File: src/rtl/sram_ctrl_pkg.sv
package sram_ctrl_pkg;

  typedef enum logic [2:0] {
    ST_IDLE   = 3'd0,
    ST_WSETUP = 3'd1,
    ST_WPULSE = 3'd2,
    ST_WHOLD  = 3'd3,
    ST_RWAIT  = 3'd4
  } seq_state_t;

  // ceiling of ns / period, never below one cycle
  function automatic int ns_to_cyc(input int ns, input int period);
    int c;
    c = (ns + period - 1) / period;
    return (c < 1) ? 1 : c;
  endfunction

  function automatic int imax(input int a, input int b);
    return (a > b) ? a : b;
  endfunction

endpackage

File: src/rtl/sram_wait_timer.sv
module sram_wait_timer #(
  parameter int CNT_W = 3
) (
  input  logic             clk,
  input  logic             rst_n,
  input  logic             load,
  input  logic [CNT_W-1:0] load_val,
  output logic             expired
);

  logic [CNT_W-1:0] cnt;

  always_ff @(posedge clk or negedge rst_n) begin
    if (!rst_n)             cnt <= '0;
    else if (load)          cnt <= load_val - 1'b1;
    else if (cnt != '0)     cnt <= cnt - 1'b1;
  end

  assign expired = (cnt == '0);

  // phase durations rely on a strict one-per-cycle countdown
  assert_timer_step_R5: assert property (@(posedge clk) disable iff (!rst_n)
    (!load && cnt != '0) |=> (cnt == $past(cnt) - 1'b1));

endmodule

File: src/rtl/sram_seq_ctrl.sv
module sram_seq_ctrl
  import sram_ctrl_pkg::*;
#(
  parameter int AW      = 20,
  parameter int CNT_W   = 3,
  parameter int PULSE_C = 2,
  parameter int HOLD_C  = 1,
  parameter int RD_C    = 2,
  parameter int RCV_C   = 1
) (
  input  logic             clk,
  input  logic             rst_n,
  input  logic             req_valid,
  output logic             req_ready,
  input  logic             req_write,
  input  logic [AW-1:0]    req_addr,
  input  logic             req_wdata,
  output logic [AW-1:0]    mem_addr,
  output logic             mem_ce_n,
  output logic             mem_we_n,
  output logic             mem_din,
  output logic             tmr_load,
  output logic [CNT_W-1:0] tmr_val,
  input  logic             tmr_expired,
  output logic             cap_en
);

  localparam logic [CNT_W-1:0] PULSE_V  = CNT_W'(PULSE_C);
  localparam logic [CNT_W-1:0] HOLD_V   = CNT_W'(HOLD_C);
  localparam logic [CNT_W-1:0] RD_V     = CNT_W'(RD_C);
  localparam logic [CNT_W-1:0] RD_RCV_V = CNT_W'(RD_C + RCV_C);

  seq_state_t state;
  logic       rcv_pend;
  logic       take;

  assign req_ready = (state == ST_IDLE);
  assign take      = req_valid && req_ready;
  assign cap_en    = (state == ST_RWAIT) && tmr_expired;

  always_comb begin
    tmr_load = 1'b0;
    tmr_val  = '0;
    unique case (state)
      ST_IDLE: if (take && !req_write) begin
        tmr_load = 1'b1;
        tmr_val  = rcv_pend ? RD_RCV_V : RD_V;
      end
      ST_WSETUP: begin
        tmr_load = 1'b1;
        tmr_val  = PULSE_V;
      end
      ST_WPULSE: if (tmr_expired) begin
        tmr_load = 1'b1;
        tmr_val  = HOLD_V;
      end
      default: ;
    endcase
  end

  always_ff @(posedge clk or negedge rst_n) begin
    if (!rst_n) begin
      state    <= ST_IDLE;
      mem_addr <= '0;
      mem_ce_n <= 1'b1;
      mem_we_n <= 1'b1;
      mem_din  <= 1'b0;
      rcv_pend <= 1'b0;
    end else begin
      unique case (state)
        ST_IDLE: if (take) begin
          mem_addr <= req_addr;
          mem_ce_n <= 1'b0;
          mem_we_n <= 1'b1;
          if (req_write) begin
            mem_din <= req_wdata;
            state   <= ST_WSETUP;
          end else begin
            rcv_pend <= 1'b0;
            state    <= ST_RWAIT;
          end
        end
        ST_WSETUP: begin
          mem_we_n <= 1'b0;
          state    <= ST_WPULSE;
        end
        ST_WPULSE: if (tmr_expired) begin
          mem_we_n <= 1'b1;
          state    <= ST_WHOLD;
        end
        ST_WHOLD: if (tmr_expired) begin
          mem_ce_n <= 1'b1;
          rcv_pend <= 1'b1;
          state    <= ST_IDLE;
        end
        ST_RWAIT: if (tmr_expired) begin
          mem_ce_n <= 1'b1;
          state    <= ST_IDLE;
        end
        default: state <= ST_IDLE;
      endcase
    end
  end

  assert_we_inside_ce_R3: assert property (@(posedge clk) disable iff (!rst_n)
    !mem_we_n |-> !mem_ce_n);

  assert_we_ends_write_R4: assert property (@(posedge clk) disable iff (!rst_n)
    $rose(mem_we_n) |-> !mem_ce_n);

  assert_one_op_per_take_R8: assert property (@(posedge clk) disable iff (!rst_n)
    take |=> !req_ready);

  assert_idle_deselected_R9: assert property (@(posedge clk) disable iff (!rst_n)
    req_ready |-> mem_ce_n);

  assert_pins_stable_R10: assert property (@(posedge clk) disable iff (!rst_n)
    (!mem_ce_n && $past(!mem_ce_n)) |-> ($stable(mem_addr) && $stable(mem_din)));

endmodule

File: src/rtl/sram_read_capture.sv
module sram_read_capture (
  input  logic clk,
  input  logic rst_n,
  input  logic cap_en,
  input  logic mem_dout,
  output logic rd_valid,
  output logic rd_data
);

  always_ff @(posedge clk or negedge rst_n) begin
    if (!rst_n) begin
      rd_valid <= 1'b0;
      rd_data  <= 1'b0;
    end else begin
      rd_valid <= cap_en;
      if (cap_en) rd_data <= mem_dout;
    end
  end

  assert_valid_single_R7: assert property (@(posedge clk) disable iff (!rst_n)
    rd_valid |=> !rd_valid);

endmodule

File: src/rtl/sram_async_ctrl.sv
module sram_async_ctrl
  import sram_ctrl_pkg::*;
#(
  parameter int AW        = 20,
  parameter int CLK_NS    = 10,
  parameter int T_WC_NS   = 15,
  parameter int T_PWE_NS  = 12,
  parameter int T_SD_NS   = 8,
  parameter int T_AW_NS   = 12,
  parameter int T_SCE_NS  = 12,
  parameter int T_RC_NS   = 15,
  parameter int T_AA_NS   = 15,
  parameter int T_LZWE_NS = 3
) (
  input  logic          clk,
  input  logic          rst_n,
  input  logic          req_valid,
  output logic          req_ready,
  input  logic          req_write,
  input  logic [AW-1:0] req_addr,
  input  logic          req_wdata,
  output logic          rd_valid,
  output logic          rd_data,
  output logic [AW-1:0] mem_addr,
  output logic          mem_ce_n,
  output logic          mem_we_n,
  output logic          mem_din,
  input  logic          mem_dout
);

  // the setup cycle already counts toward address/select-to-end limits
  localparam int PULSE_C = imax(imax(ns_to_cyc(T_PWE_NS, CLK_NS), ns_to_cyc(T_SD_NS, CLK_NS)),
                                imax(ns_to_cyc(T_AW_NS, CLK_NS) - 1, ns_to_cyc(T_SCE_NS, CLK_NS) - 1));
  localparam int HOLD_C  = imax(1, ns_to_cyc(T_WC_NS, CLK_NS) - 1 - PULSE_C);
  localparam int RD_C    = imax(ns_to_cyc(T_AA_NS, CLK_NS), ns_to_cyc(T_RC_NS, CLK_NS));
  localparam int RCV_C   = ns_to_cyc(T_LZWE_NS, CLK_NS);
  localparam int MAX_C   = imax(imax(PULSE_C, HOLD_C), RD_C + RCV_C);
  localparam int CNT_W   = $clog2(MAX_C + 1);

  logic             tmr_load;
  logic [CNT_W-1:0] tmr_val;
  logic             tmr_expired;
  logic             cap_en;

  sram_seq_ctrl #(
    .AW(AW), .CNT_W(CNT_W), .PULSE_C(PULSE_C),
    .HOLD_C(HOLD_C), .RD_C(RD_C), .RCV_C(RCV_C)
  ) u_seq (
    .clk(clk), .rst_n(rst_n),
    .req_valid(req_valid), .req_ready(req_ready), .req_write(req_write),
    .req_addr(req_addr), .req_wdata(req_wdata),
    .mem_addr(mem_addr), .mem_ce_n(mem_ce_n), .mem_we_n(mem_we_n), .mem_din(mem_din),
    .tmr_load(tmr_load), .tmr_val(tmr_val), .tmr_expired(tmr_expired),
    .cap_en(cap_en)
  );

  sram_wait_timer #(.CNT_W(CNT_W)) u_tmr (
    .clk(clk), .rst_n(rst_n),
    .load(tmr_load), .load_val(tmr_val), .expired(tmr_expired)
  );

  sram_read_capture u_cap (
    .clk(clk), .rst_n(rst_n),
    .cap_en(cap_en), .mem_dout(mem_dout),
    .rd_valid(rd_valid), .rd_data(rd_data)
  );

endmodule

File: config.mk
export PLATFORM = sky130hd
export DESIGN_NAME = sram_async_ctrl
export DESIGN_NICKNAME = d
export VERILOG_FILES = /design/src/rtl/sram_ctrl_pkg.sv /design/src/rtl/sram_wait_timer.sv /design/src/rtl/sram_seq_ctrl.sv /design/src/rtl/sram_read_capture.sv /design/src/rtl/sram_async_ctrl.sv
export SDC_FILE = /design/constraint.sdc
export NUM_CORES = 1
export LEC_CHECK = 0
export ABC_AREA = 1
export BUFFER_PORTS_ARGS = -buffer_cell sky130_fd_sc_hd__buf_2
export CAP_MARGIN = 20
export CORE_UTILIZATION = 51
export DETAILED_ROUTE_END_ITERATION = 7
export GPL_ROUTABILITY_DRIVEN = 0
export PLACE_DENSITY = 0.83
export SYNTH_ARGS = -nofsm -noshare
export SYNTH_HDL_FRONTEND = slang
export SYNTH_SLANG_ARGS = --single-unit
export TNS_END_PERCENT = 1
File: constraint.sdc
create_clock -name clk -period 3.4 [get_ports clk]
set_input_delay 0.51 -clock clk [delete_from_list [all_inputs] [get_ports clk]]
set_output_delay 0.51 -clock clk [all_outputs]
set_load 0.01 [all_outputs]
# == After elaboration in Yosys (flattened, before gate mapping) ==
# Cells that the tools add are included.
# W data, S select, Z words.
# classes
addsub,2
n_eq_ne,9
muxes,22
n_reduce_logical,18
# op_table
op,n
$mux W3,4
$pmux W3 S4,1
$reduce_and A3 Y1,4
$mux W1,9
$reduce_bool A2 Y1,4
$eq A3 B2 Y1 const B,2
$mux W2,3
$ne A2 B1 Y1 const B,3
$pmux W1 S3,2
$pmux W2 S3,1
$ne A2 B2 Y1 const B,2
$pmux W1 S2,2
$reduce_and A4 Y1,1
$sub A2 B1 Y2 const B,2
$eq A3 B1 Y1 const B,1
$eq A3 B3 Y1 const B,1
$logic_and A1 B1 Y1,3
$logic_not A3 Y1,1
$reduce_bool A3 Y1,1
$logic_not A2 Y1,1
$reduce_and A2 Y1,1
$reduce_or A2 Y1,1
$logic_not A1 Y1,1
# word_totals
reg_bits,31
inputBits,26
out_inout_bits,26
elab_cells,60

# == Longest topological paths before layout ==
# Gate-level depths: netlist of run 1.
# logic_depth
word_depth,7
ltp_mapped,8
mapped_depth_nobuf,7

# == Hierarchy ==
# Synthesis of run 1 repeated with hierarchy kept, for this count alone.
# hier_totals
cells_unflattened,170
hier_area_um2,1360.1
# modules_own_cells
module,instances,cells_per_inst,area_per_inst_um2,seq_area_each_um2
sram_seq_ctrl,1,146,1178.6,678.2
sram_wait_timer,1,18,116.4,50.0
sram_read_capture,1,6,65.1,50.0

# == Worst setup path after synthesis of run 1 ==
# Ideal clock, no wire load.
# synth_path
path_type,reg2out
from,register u_seq.state[2]
to,output port req_ready
t_arrival_ns,0.929
required_time_ns,2.890
path_slack_ns,1.961
path_stages_with_launch,3
n_path_buf,1
path_cell_list,dfrtp_1 nor3_4 buf_2
# synth_via
elab_chain_cells,1
# synth_rtl
element,line_no,rtl
"start, declared",sram_seq_ctrl.sv:33,seq_state_t state;
"start signal, assigned",sram_seq_ctrl.sv:63,state <= ST_IDLE;
"start signal, assigned",sram_seq_ctrl.sv:77,state <= ST_WSETUP;
"start signal, assigned",sram_seq_ctrl.sv:80,state <= ST_RWAIT;
$logic_not A3 Y1,sram_seq_ctrl.sv:37,assign req_ready = (state == ST_IDLE);
"end, declared",sram_async_ctrl.sv:18,"output logic req_ready,"
# Every way passes these cells.

# == Worst setup path in the final report of run 1 ==
# layout_path
from,register u_seq.state[1]
to,output port req_ready
# The elaborated chain is that of the path after synthesis.

==> flow_summary.rst, run 1 <==
.. list-table::
   :header-rows: 1

   * - Metric
     - Value
   * - Final count of pins violating max slew
     - 0
   * - Number of cells produced by synthesis
     - 161
   * - Routed wire length
     - between 2000 and 3000 µm
   * - Worst-case clock buffer depth
     - 2
   * - I/O pin cnt
     - between 50 and 60
   * - Master cell of the clock root buffer
     - clkbuf_4
   * - Final WS setup
     - 1.384 ns
   * - Tightest Pin Transition
     - 0.6728 ns
   * - Max-Cap Viols
     - 0
   * - Critical Path Source Type
     - register
   * - Combinational power share
     - 42.6%
   * - Worst min-delay path class
     - in2async
   * - Total setup violations reported at the end of the flow
     - 0
   * - RSZ-0062 raised after global routing
     - no
   * - Clock power frac
     - 15.3%
   * - Global-route wire length before repair
     - 4450 µm
   * - Setup slack after placement
     - about 1.6 ns
   * - Final Net Count
     - 238
   * - Top Metal Used
     - met4
   * - Placed cell areas
     - 0.001608 mm²
   * - Number of nets produced by synthesis
     - around 190
   * - Highest clock frequency the design can meet
     - 496.1 MHz
   * - Clock sink total
     - 31
   * - Switch Pwr
     - 0.6425 mW
   * - Average wire per cell in the routed design
     - 11.93 µm
   * - Mean area per synthesized cell
     - 8.385 µm²
   * - Area growth from synthesis to layout
     - 24.19%
   * - Initial antenna violation count
     - 0
   * - Setup crit end kind
     - primary output
   * - Pin count of the biggest net entering global routing
     - 32
   * - Outcome
     - finished, final reports clean
   * - Skew-Pair Late Insertion Delay
     - 0.32 ns
   * - Fraction of the yosys area taken by sequential cells
     - 57.65%
   * - Highest net fanout along the worst path
     - 23
   * - Final Skew
     - 0.003831 ns
   * - Total overflow reported by the global router
     - 0
   * - Post_cts resized
     - 0
   * - Part of the cycle the worst path needs
     - 59.28%
   * - Share of cells above drive strength 1
     - 29.58%
   * - Clock buffers created by TritonCTS
     - 5
   * - Clock tree from TritonCTS
     - yes
   * - Met2 wire length
     - ~1400 µm
   * - Width of the die
     - between 50 and 60 µm
   * - Sum Neg Setup Slack
     - 0 ns
   * - Count of input and output buffers
     - 51
   * - Post-route cell area
     - 0.001677 mm²
   * - Classification of the worst setup path
     - reg2out
   * - Vias in the first global route
     - between 1000 and 1500
   * - Clock input transition at the sequential cells of the worst setup and hold paths
     - 0.09 ns
   * - Number of unique standard cell types used by synthesis
     - 16
   * - Worst endpoint data arrival time
     - 1.51 ns
   * - Vias per Instance
     - a little over 5
   * - Hold violation count in the final report
     - 0
   * - Cell-internal power
     - 0.9177 mW
   * - Flip-flop and latch count after synthesis
     - 31
   * - Area of the die
     - 0.002857 mm²
   * - Slew Limit Headroom
     - between 50% and 60%
   * - Met3 layer wire length in the routed design
     - 163 µm
   * - Post-route worst hold slack
     - 0.2166 ns
   * - Syn Std Cell Area
     - 0.001350 mm²
   * - Pre-antenna DRT Iters
     - 4
   * - Postcts setup bufs
     - 0
   * - Highest ir drop seen on vdd
     - between 500 and 600 µV
   * - Count of antenna diodes in the layout
     - 0
   * - Largest cells by area after synthesis
     - dfrtp_1 54%, nand2_1 18%, nand3_1 10%
   * - Yosys warns
     - 0
   * - Portion of total power attributed to sequential cells
     - 42.2%
   * - Cell type contributing the most total cell area after synthesis
     - dfrtp_1
   * - Initial cell density of the core
     - 54.00%
   * - Number of remaining DRC errors
     - 0
   * - Core ar.
     - roughly 0.0025 mm²
   * - Total global-route track usage
     - between 20 and 25%
   * - Start point of the critical path
     - u_seq.state[1]
   * - Die Y-Extent
     - 53.45 µm
   * - Cell leakage power
     - 0.9901 nW
   * - Routed Antenna Nets
     - 0
   * - Htree depth
     - 2
   * - Power density cells
     - 930.6 mW/mm²
   * - Count of filler cells inserted in the layout
     - 212
   * - Top-area cell type share of the netlist area
     - 53.75%
   * - Reg-to-reg startpoint
     - u_seq.state[1]
   * - Final critical path time including I/O delays and setup
     - 2.016 ns
   * - Violation count after the first detailed-route iteration
     - 19
   * - Hold_buf cts
     - 0
   * - HPWL after detailed placement
     - slightly above 2000 µm
   * - Proportion of total power due to net switching
     - 41.18%
   * - Req. time, crit path
     - between 2 and 3 ns
   * - Length of routed wiring on met1
     - 1244 µm
   * - Number of vias in the routed layout
     - 1258
   * - Number of rows in the core area
     - 18
cell type report:
type / instances / area (µm²) / share of cell area (%)
Timing Repair Buffer: 52 / 262.8 / 15.67
Tap cell: 30 / 37.54 / 2.239
Multi-Input combinational cell: 111 / 488.0 / 29.10
Inverter: 11 / 41.29 / 2.463
Clock buffer: 8 / 68.82 / 4.104
Sequential cell: 31 / 778.2 / 46.42
metrics by stage:
stage               std cells  power, mW  util, %
floorplan                 161      1.093        -
CTS                       243      1.576    67.07
global route              243      1.699    67.07
finish                    243      1.560    67.07
detailed placement        235      1.332    64.31
global placement          235      1.298    64.31
worst max-delay path, cell delays in order, from the launching register on:
cell and delay [ns]:
dfrtp_1 0.52, nor3_4 0.22, buf_4 0.26, buf_2 0.17
synth_stat cells:
cell type and n:
nand2_1 63, nand4_1 3, inv_1 11, nor2_1 6, buf_2 4, o21ai_0 4
dfstp_2 2, nand3_1 28, a21boi_1 1, o21ai_1 2, dfrtp_1 29, buf_4 2
nor2_2 1, a21oi_1 2, clkbuf_1 2, nor3_4 1
cells by family after synthesis:
| logic type | share of synthesized area [%] |
|---|---|
| buffers and inverters | 6.209 |
| and+or+nand+nor | 32.62 |
| AOI/OAI and AO/OA | 3.522 |
| DFF | 57.65 |
sequential cells by signal, summed over array words and instances (netlist names):
register,flops
u_cap.rd_data,1
u_cap.rd_valid,1
u_seq.mem_addr,20
u_seq.mem_ce_n,1
u_seq.mem_din,1
u_seq.mem_we_n,1
u_seq.rcv_pend,1
u_seq.state,3
u_tmr.cnt,2
metal layers:
metal,global-route usage [%],vias up
li1,-,615
met1,24.44,586
met2,39.79,47
met3,6.322,10
met4,13.60,0
met5,0,-
placed cells by master, fill, tap and decap left out, drive strengths merged:
cell,n
a21boi,1
a21oi,2
buf,52
clkbuf,8
dfrtp,29
dfstp,2
inv,11
nand2,63
nand3,28
nand4,3
nor2,7
nor3,1
o21ai,6
path summary, 6_finish.rpt:
kind / slack [ns] / depth (start not counted) / to
max: 1.38 / 3 / req_ready
min: 0.22 / 1 / u_seq.state[1]
max reg2reg: 1.79 / 4 / u_seq.mem_din
min reg2reg: 0.47 / 2 / u_seq.mem_ce_n
max in group asynchronous: 2.75 / 1 / u_seq.mem_addr[15]
min in group clk: 0.38 / 3 / u_cap.rd_data
power groups by stage:
stage	registers (mW)	clock network, mW	logic, mW
floorplan	0.709	0	0.385
global placement	0.655	0	0.642
detailed placement	0.659	0	0.673
CTS	0.655	0.248	0.674
global route	0.680	0.262	0.757
finish	0.658	0.238	0.664
(Power assumes the default switching activity.)
==> run 2, diff against run 1 <==
--- a/config.mk
+++ b/config.mk
@@ -8,10 +8,10 @@
 export ABC_AREA = 1
 export BUFFER_PORTS_ARGS = -buffer_cell sky130_fd_sc_hd__buf_2
 export CAP_MARGIN = 20
-export CORE_UTILIZATION = 51
+export CORE_UTILIZATION = 47
 export DETAILED_ROUTE_END_ITERATION = 7
 export GPL_ROUTABILITY_DRIVEN = 0
-export PLACE_DENSITY = 0.83
+export PLACE_DENSITY = 0.77
 export SYNTH_ARGS = -nofsm -noshare
 export SYNTH_HDL_FRONTEND = slang
 export SYNTH_SLANG_ARGS = --single-unit
==> constraint.sdc (replaced) <==
create_clock -name clk -period 2.1 [get_ports clk]
set_input_delay 0.315 -clock clk [delete_from_list [all_inputs] [get_ports clk]]
set_output_delay 0.315 -clock clk [all_outputs]
set_load 0.01 [all_outputs]
==> run 2 against run 1 <==
Against the previous run:
- die area increased by 8.2%
- highest routed layer unchanged
- final cell count is 0.82% higher
- clock power grew 44%
- via count shrank 1.6%
- worst hold slack worse by 0.20 ns
==> flow_summary.rst, run 2 (synthesis results as in run 1) <==
.. list-table::
   :header-rows: 1

   * - Metric
     - Value
   * - Post-Layout Cell Count
     - roughly 250
   * - Commonest cells after routing, fill and taps aside
     - 63 x nand2_1, 51 x buf_2, 29 x dfrtp_1
   * - Highest net fanout along the worst path
     - 23
   * - I/O pin cnt
     - 52
   * - Final Skew
     - 0.006326 ns
   * - Vias per Instance
     - 5.053
   * - Share of cells above drive strength 1
     - 30.37%
   * - Top Metal Used
     - met4
   * - Number of rows in the core area
     - 19
   * - Initial cell density of the core
     - 49.38%
   * - Hold violation count in the final report
     - 0
   * - Clock input transition at the sequential cells of the worst setup and hold paths
     - approximately 0.09 ns
   * - Clock tree from TritonCTS
     - yes
   * - Hold_buf cts
     - 0
   * - Count of input and output buffers
     - ~50
   * - Max FFs per register
     - 20
   * - Worst min-delay path class
     - in2async
   * - Final Net Count
     - 240
   * - Number of vias in the routed layout
     - 1238
   * - Clock buffers created by TritonCTS
     - 5
   * - Highest ir drop seen on vdd
     - 859.4 µV
   * - Cell count after placement
     - 238
   * - Req. time, crit path
     - about 1.8 ns
   * - Area growth from synthesis to layout
     - 24.47%
   * - Global-route wire length before repair
     - 4816 µm
   * - Outcome
     - finished, final reports clean
   * - Met3 layer wire length in the routed design
     - 162 µm
   * - Violation count after the first detailed-route iteration
     - 63
   * - Regs by FF count
     - u_seq.mem_addr x20, u_seq.state x3, u_tmr.cnt x2
   * - Routed Antenna Nets
     - 0
   * - Most frequent standard cell in the layout excluding fill and tap cells
     - nand2_1
   * - Classification of the worst setup path
     - reg2out
   * - Vias in the first global route
     - 1149
   * - Width of the die
     - 55.60 µm
   * - Setup crit end kind
     - primary output
   * - Die Y-Extent
     - 55.60 µm
   * - Master cell of the clock root buffer
     - clkbuf_4
   * - Clock sink total
     - 31
   * - Sum Neg Setup Slack
     - 0 ns
   * - Critical Path Source Type
     - register
   * - Slew Limit Headroom
     - 55.64%
   * - Core ar.
     - about 0.0027 mm²
   * - Tightest Pin Transition
     - 0.6654 ns
   * - Htree depth
     - 2
   * - Routed wire length
     - 2770 µm
   * - Skew-Pair Late Insertion Delay
     - around 0.32 ns
   * - Start point of the critical path
     - u_seq.state[1]
   * - Final count of pins violating max slew
     - 0
   * - Worst endpoint data arrival time
     - 1.48 ns
   * - Average wire per cell in the routed design
     - 11.31 µm
   * - Power density cells
     - 1474 mW/mm²
   * - Worst-case clock buffer depth
     - 2
   * - Postcts setup bufs
     - 0
   * - Count of antenna diodes in the layout
     - 0
   * - Post_cts resized
     - 0
   * - RSZ-0062 raised after global routing
     - no
   * - Met2 wire length
     - about 1300 µm
   * - Length of routed wiring on met1
     - 1240 µm
   * - Number of remaining DRC errors
     - 0
   * - Total setup violations reported at the end of the flow
     - 0
   * - Part of the cycle the worst path needs
     - 85.51%
   * - Total global-route track usage
     - 20.33%
   * - Pin count of the biggest net entering global routing
     - 32
   * - Initial antenna violation count
     - 0
   * - Register with the most flip-flops
     - u_seq.mem_addr
   * - Reg-to-reg startpoint
     - u_seq.state[1]
   * - HPWL after detailed placement
     - approximately 2000 µm
   * - Cell leakage power
     - 0.9949 nW
   * - Area of the die
     - 0.003091 mm²
   * - Highest clock frequency the design can meet
     - 556.9 MHz
   * - Max-Cap Viols
     - 0
   * - Count of filler cells inserted in the layout
     - around 260
   * - Pre-antenna DRT Iters
     - 5
   * - Total overflow reported by the global router
     - 0
   * - Final critical path time including I/O delays and setup
     - 1.796 ns
-- run 2: cell count changes in the layout (fill, tap and decap cells not counted), sizes merged --
cell and change:
buf +2, clkbuf -2, clkinv +1
-- run 2: power breakdown --
part / internal, mW / switching [mW] / total [mW]
clock network: 0.155 / 0.187 / 0.342
registers: 0.875 / 0.179 / 1.05
logic: 0.424 / 0.657 / 1.08
total: 1.45 / 1.02 / 2.48
-- run 2: metal layers --
metal / vias up / GRT usage (%)
met5: - / 0
met4: 0 / 11.43
met3: 7 / 6.047
met2: 39 / 31.15
met1: 572 / 25.78
li1: 620 / -
-- run 2: worst max-delay path, cell delays in order, from the launching register on --
cell and delay, ns:
dfrtp_1 0.51, nor3_4 0.21, buf_4 0.27, buf_2 0.17
-- run 2: path summary, 6_finish.rpt --
check | slack [ns] | depth (start not counted) | to
max in group asynchronous | 1.65 | 1 | u_seq.state[1]
min in group clk | 0.18 | 3 | u_cap.rd_data
worst max register to register | 0.62 | 5 | u_seq.mem_addr[2]
worst min-delay path | 0.02 | 1 | u_seq.mem_addr[7]
worst max-delay path | 0.30 | 3 | req_ready
worst min register to register | 0.46 | 2 | u_seq.mem_ce_n
-- run 2: per-stage QoR --
step	worst slack (ns)	hold WS (ns)	cell area [µm²]	util [%]	power [mW]
finish	0.3044	0.02136	1680	61.46	2.477
global route	0.1969	0.06858	1680	61.46	2.710
CTS	0.2833	0.02462	1680	61.46	2.507
detailed placement	0.6383	0.3877	1624	59.40	2.157
global placement	0.6875	0.3820	1624	59.40	2.110
floorplan	0.8560	0.01941	1350	-	1.770
-- run 2: cell type report --
type	instances	area [µm²]	share of cell area [%]
clock buffer	6	51.30	3.053
multi-input combinational	111	488.0	29.04
sequential	31	778.2	46.31
clock inverter	1	5.005	0.2978
tap	31	38.79	2.308
inverter	11	41.29	2.457
timing repair buffer	54	277.8	16.53
==> run 3, diff against run 2 <==
--- a/config.mk
+++ b/config.mk
@@ -6,12 +6,12 @@
 export NUM_CORES = 1
 export LEC_CHECK = 0
 export ABC_AREA = 1
-export BUFFER_PORTS_ARGS = -buffer_cell sky130_fd_sc_hd__buf_2
 export CAP_MARGIN = 20
-export CORE_UTILIZATION = 47
+export CORE_UTILIZATION = 60
 export DETAILED_ROUTE_END_ITERATION = 7
+export DONT_BUFFER_PORTS = 1
 export GPL_ROUTABILITY_DRIVEN = 0
-export PLACE_DENSITY = 0.77
+export PLACE_DENSITY = 0.76
 export SYNTH_ARGS = -nofsm -noshare
 export SYNTH_HDL_FRONTEND = slang
 export SYNTH_SLANG_ARGS = --single-unit
==> run 3 against run 2 <==
Against the previous run:
- maximum frequency grew 7.8%
- largest cell class unchanged
- clock-buffer cell count is the same
- register-to-register slack lost 0.11 ns
- sequential power grew 15%
- setup slack gained 0.13 ns
- total power shrank 2.7%
- critical path depth shrank 1
==> flow_summary.rst, run 3 (synthesis results as in run 1) <==
.. list-table::
   :header-rows: 1

   * - Metric
     - Value
   * - Count of input and output buffers
     - 0
   * - Pin count of the biggest net entering global routing
     - 32
   * - Hold violation count in the final report
     - 0
   * - Tightest Pin Transition
     - around 0.64 ns
   * - Regs by FF count
     - u_seq.mem_addr x20, u_seq.state x3, u_tmr.cnt x2
   * - Most frequent standard cell in the layout excluding fill and tap cells
     - nand2_1
   * - Average wire per cell in the routed design
     - 13.64 µm
   * - Final Net Count
     - 189
   * - Worst-case register-to-register setup slack
     - between 0.5 and 0.6 ns
   * - Count of antenna diodes in the layout
     - 0
   * - Switch Pwr
     - 0.9985 mW
   * - Clock tree from TritonCTS
     - yes
   * - Setup slack after placement
     - 0.5077 ns
   * - I/O pin cnt
     - 52
   * - Critical Path Source Type
     - register
   * - Number of remaining DRC errors
     - 0
   * - Worst endpoint data arrival time
     - 1.35 ns
   * - Global-route wire length before repair
     - 4436 µm
   * - Slew Limit Headroom
     - between 50% and 60%
   * - Logic depth of the worst path, buffers included
     - 2
   * - Die Y-Extent
     - 49.44 µm
   * - Post_cts resized
     - 0
   * - Routed Antenna Nets
     - 0
   * - Htree depth
     - 2
   * - Commonest cells after routing, fill and taps aside
     - 63 x nand2_1, 29 x dfrtp_1, 28 x nand3_1
   * - Req. time, crit path
     - 1.78 ns
   * - Crit path buffers/inverters
     - 1
   * - Clock power frac
     - 20.5%
   * - Violation count after the first detailed-route iteration
     - 39
   * - Part of the cycle the worst path needs
     - 79.30%
   * - Cell-by-cell listing of the critical path
     - nor3_4, buf_4
   * - Total setup violations reported at the end of the flow
     - 0
   * - Start point of the critical path
     - u_seq.state[1]
   * - Master cell of the clock root buffer
     - clkbuf_4
   * - Final critical path time including I/O delays and setup
     - 1.665 ns
   * - Vias per Instance
     - 5.618
   * - Power density cells
     - 1644 mW/mm²
   * - Final Skew
     - 0.01209 ns
   * - Overall power after layout
     - 2.408 mW
   * - Register with the most flip-flops
     - u_seq.mem_addr
   * - Proportion of total power due to net switching
     - 41.46%
   * - Cell at the slowest stage of the critical path
     - dfrtp_1
   * - Post-Layout Cell Count
     - 191
   * - Number of vias in the routed layout
     - around 1100
   * - Width of the die
     - 49.44 µm
   * - Combinational power share
     - roughly 30%
   * - Total overflow reported by the global router
     - 0
   * - Portion of total power attributed to sequential cells
     - 50.1%
   * - Pre-antenna DRT Iters
     - 6
   * - Worst min-delay path class
     - in2reg
   * - Share of cells above drive strength 1
     - 8.537%
   * - Worst Reg-to-Reg Cells
     - 4
   * - RSZ-0062 raised after global routing
     - no
   * - Initial cell density of the core
     - 66.12%
   * - Highest ir drop seen on vdd
     - 983.0 µV
   * - Initial antenna violation count
     - 0
   * - Hold Path Stages
     - 2
   * - Total global-route track usage
     - 25.19%
   * - Area of the die
     - 0.002444 mm²
   * - Final WS setup
     - 0.4348 ns
   * - Cell-internal power
     - 1.410 mW
   * - Cell count after placement
     - between 150 and 200
   * - Worst-case clock buffer depth
     - 2
   * - Max FFs per register
     - 20
   * - Cell class contributing the biggest share of worst-path delay
     - flip-flops
   * - Vias in the first global route
     - 1028
   * - Clock input transition at the sequential cells of the worst setup and hold paths
     - roughly 0.10 ns
   * - Max-Cap Viols
     - 0
   * - Number of rows in the core area
     - 16
   * - Highest clock frequency the design can meet
     - 600.5 MHz
   * - Slowest stage delay, CP
     - approximately 0.52 ns
   * - Setup crit end kind
     - primary output
   * - Routed wire length
     - 2606 µm
   * - Cell leakage power
     - 0.7994 nW
   * - Skew-Pair Late Insertion Delay
     - 0.33 ns
   * - Reg-to-reg startpoint
     - u_seq.state[1]
   * - Area growth from synthesis to layout
     - 8.527%
   * - Endpoint of the lowest-slack register-to-register path
     - u_seq.mem_din
   * - Capturing element of the worst setup path
     - req_ready
   * - Startpoint of the lowest-slack hold path
     - mem_dout
   * - Final count of pins violating max slew
     - 0
   * - HPWL after detailed placement
     - 1762 µm
   * - Outcome
     - finished, final reports clean
   * - Sum Neg Setup Slack
     - 0 ns
   * - Core ar.
     - between 0.002 and 0.0025 mm²
   * - Highest net fanout along the worst path
     - 23
   * - Clock buffers created by TritonCTS
     - 5
   * - Classification of the worst setup path
     - reg2out
   * - Clock sink total
     - 31
-- run 3: cell types whose count changed in the layout (fill, tap and decap cells not counted), sizes merged --
cell         previous run  this run
buf                    54         2
bufinv                  0         1
dlygate4sd3             0         1
-- run 3: layout make-up --
| class | count | area, µm² |
|---|---|---|
| inverters | 11 | 41.29 |
| flip-flops and latches | 31 | 778.2 |
| fillers | 171 | 576.8 |
| well taps | 27 | 33.78 |
| multi-input cells | 111 | 488.0 |
| clock buffers | 6 | 51.30 |
| repair buffers | 3 | 37.54 |
| clock inverters | 2 | 35.03 |
-- run 3: what timing repair did --
| action | 4_1_cts | 5_1_grt |
|---|---|---|
| setup buffers | 0 | 0 |
| hold endpoints to repair | 31 | 0 |
| hold buffers | 2 | 0 |
-- run 3: routing by layer --
| metal | global-route usage, % | vias to the layer above | routed length, µm |
|---|---|---|---|
| li1 | - | 515 | - |
| met1 | 30.17 | 496 | 1099 |
| met2 | 38.13 | 56 | 1198 |
| met3 | 11.53 | 6 | 260 |
| met4 | 12.86 | 0 | 48 |
| met5 | 0 | - | 0 |
-- run 3: worst reg2reg max path: cells and delay by family, from the launching register on --
kind | cells | cell delay [ns]
AOI/OAI and AO/OA | 1 | 0.27
DFF | 1 | 0.52
and+or+nand+nor | 3 | 0.69
-- run 3: worst min path at each step --
stage                              end  slack [ns]
finish                   u_cap.rd_data        0.11
global route        u_seq.mem_addr[17]        0.10
CTS                      u_cap.rd_data        0.10
detailed placement      u_cap.rd_valid        0.02
global placement        u_cap.rd_valid        0.02
floorplan                u_cap.rd_data        0.02
-- run 3: power groups by stage --
stage          sequential, mW  clock, mW  combinational [mW]
6_report                 1.21      0.494               0.707
5_1_grt                  1.24      0.530               0.830
4_1_cts                  1.21      0.496               0.716
3_5_place_dp             1.22          0               0.698
3_3_place_gp             1.21          0               0.662
2_1_floorplan            1.15          0               0.623
-- run 3: metrics by stage --
step / hold WS, ns / area (µm²) / util (%)
after CTS: 0.1031 / 1465 / 71.75
after floorplan: 0.01941 / 1350 / -
after detailed placement: 0.01995 / 1349 / 66.05
final: 0.1122 / 1465 / 71.75
after global placement: 0.02001 / 1349 / 66.05
after global routing: 0.1008 / 1465 / 71.75
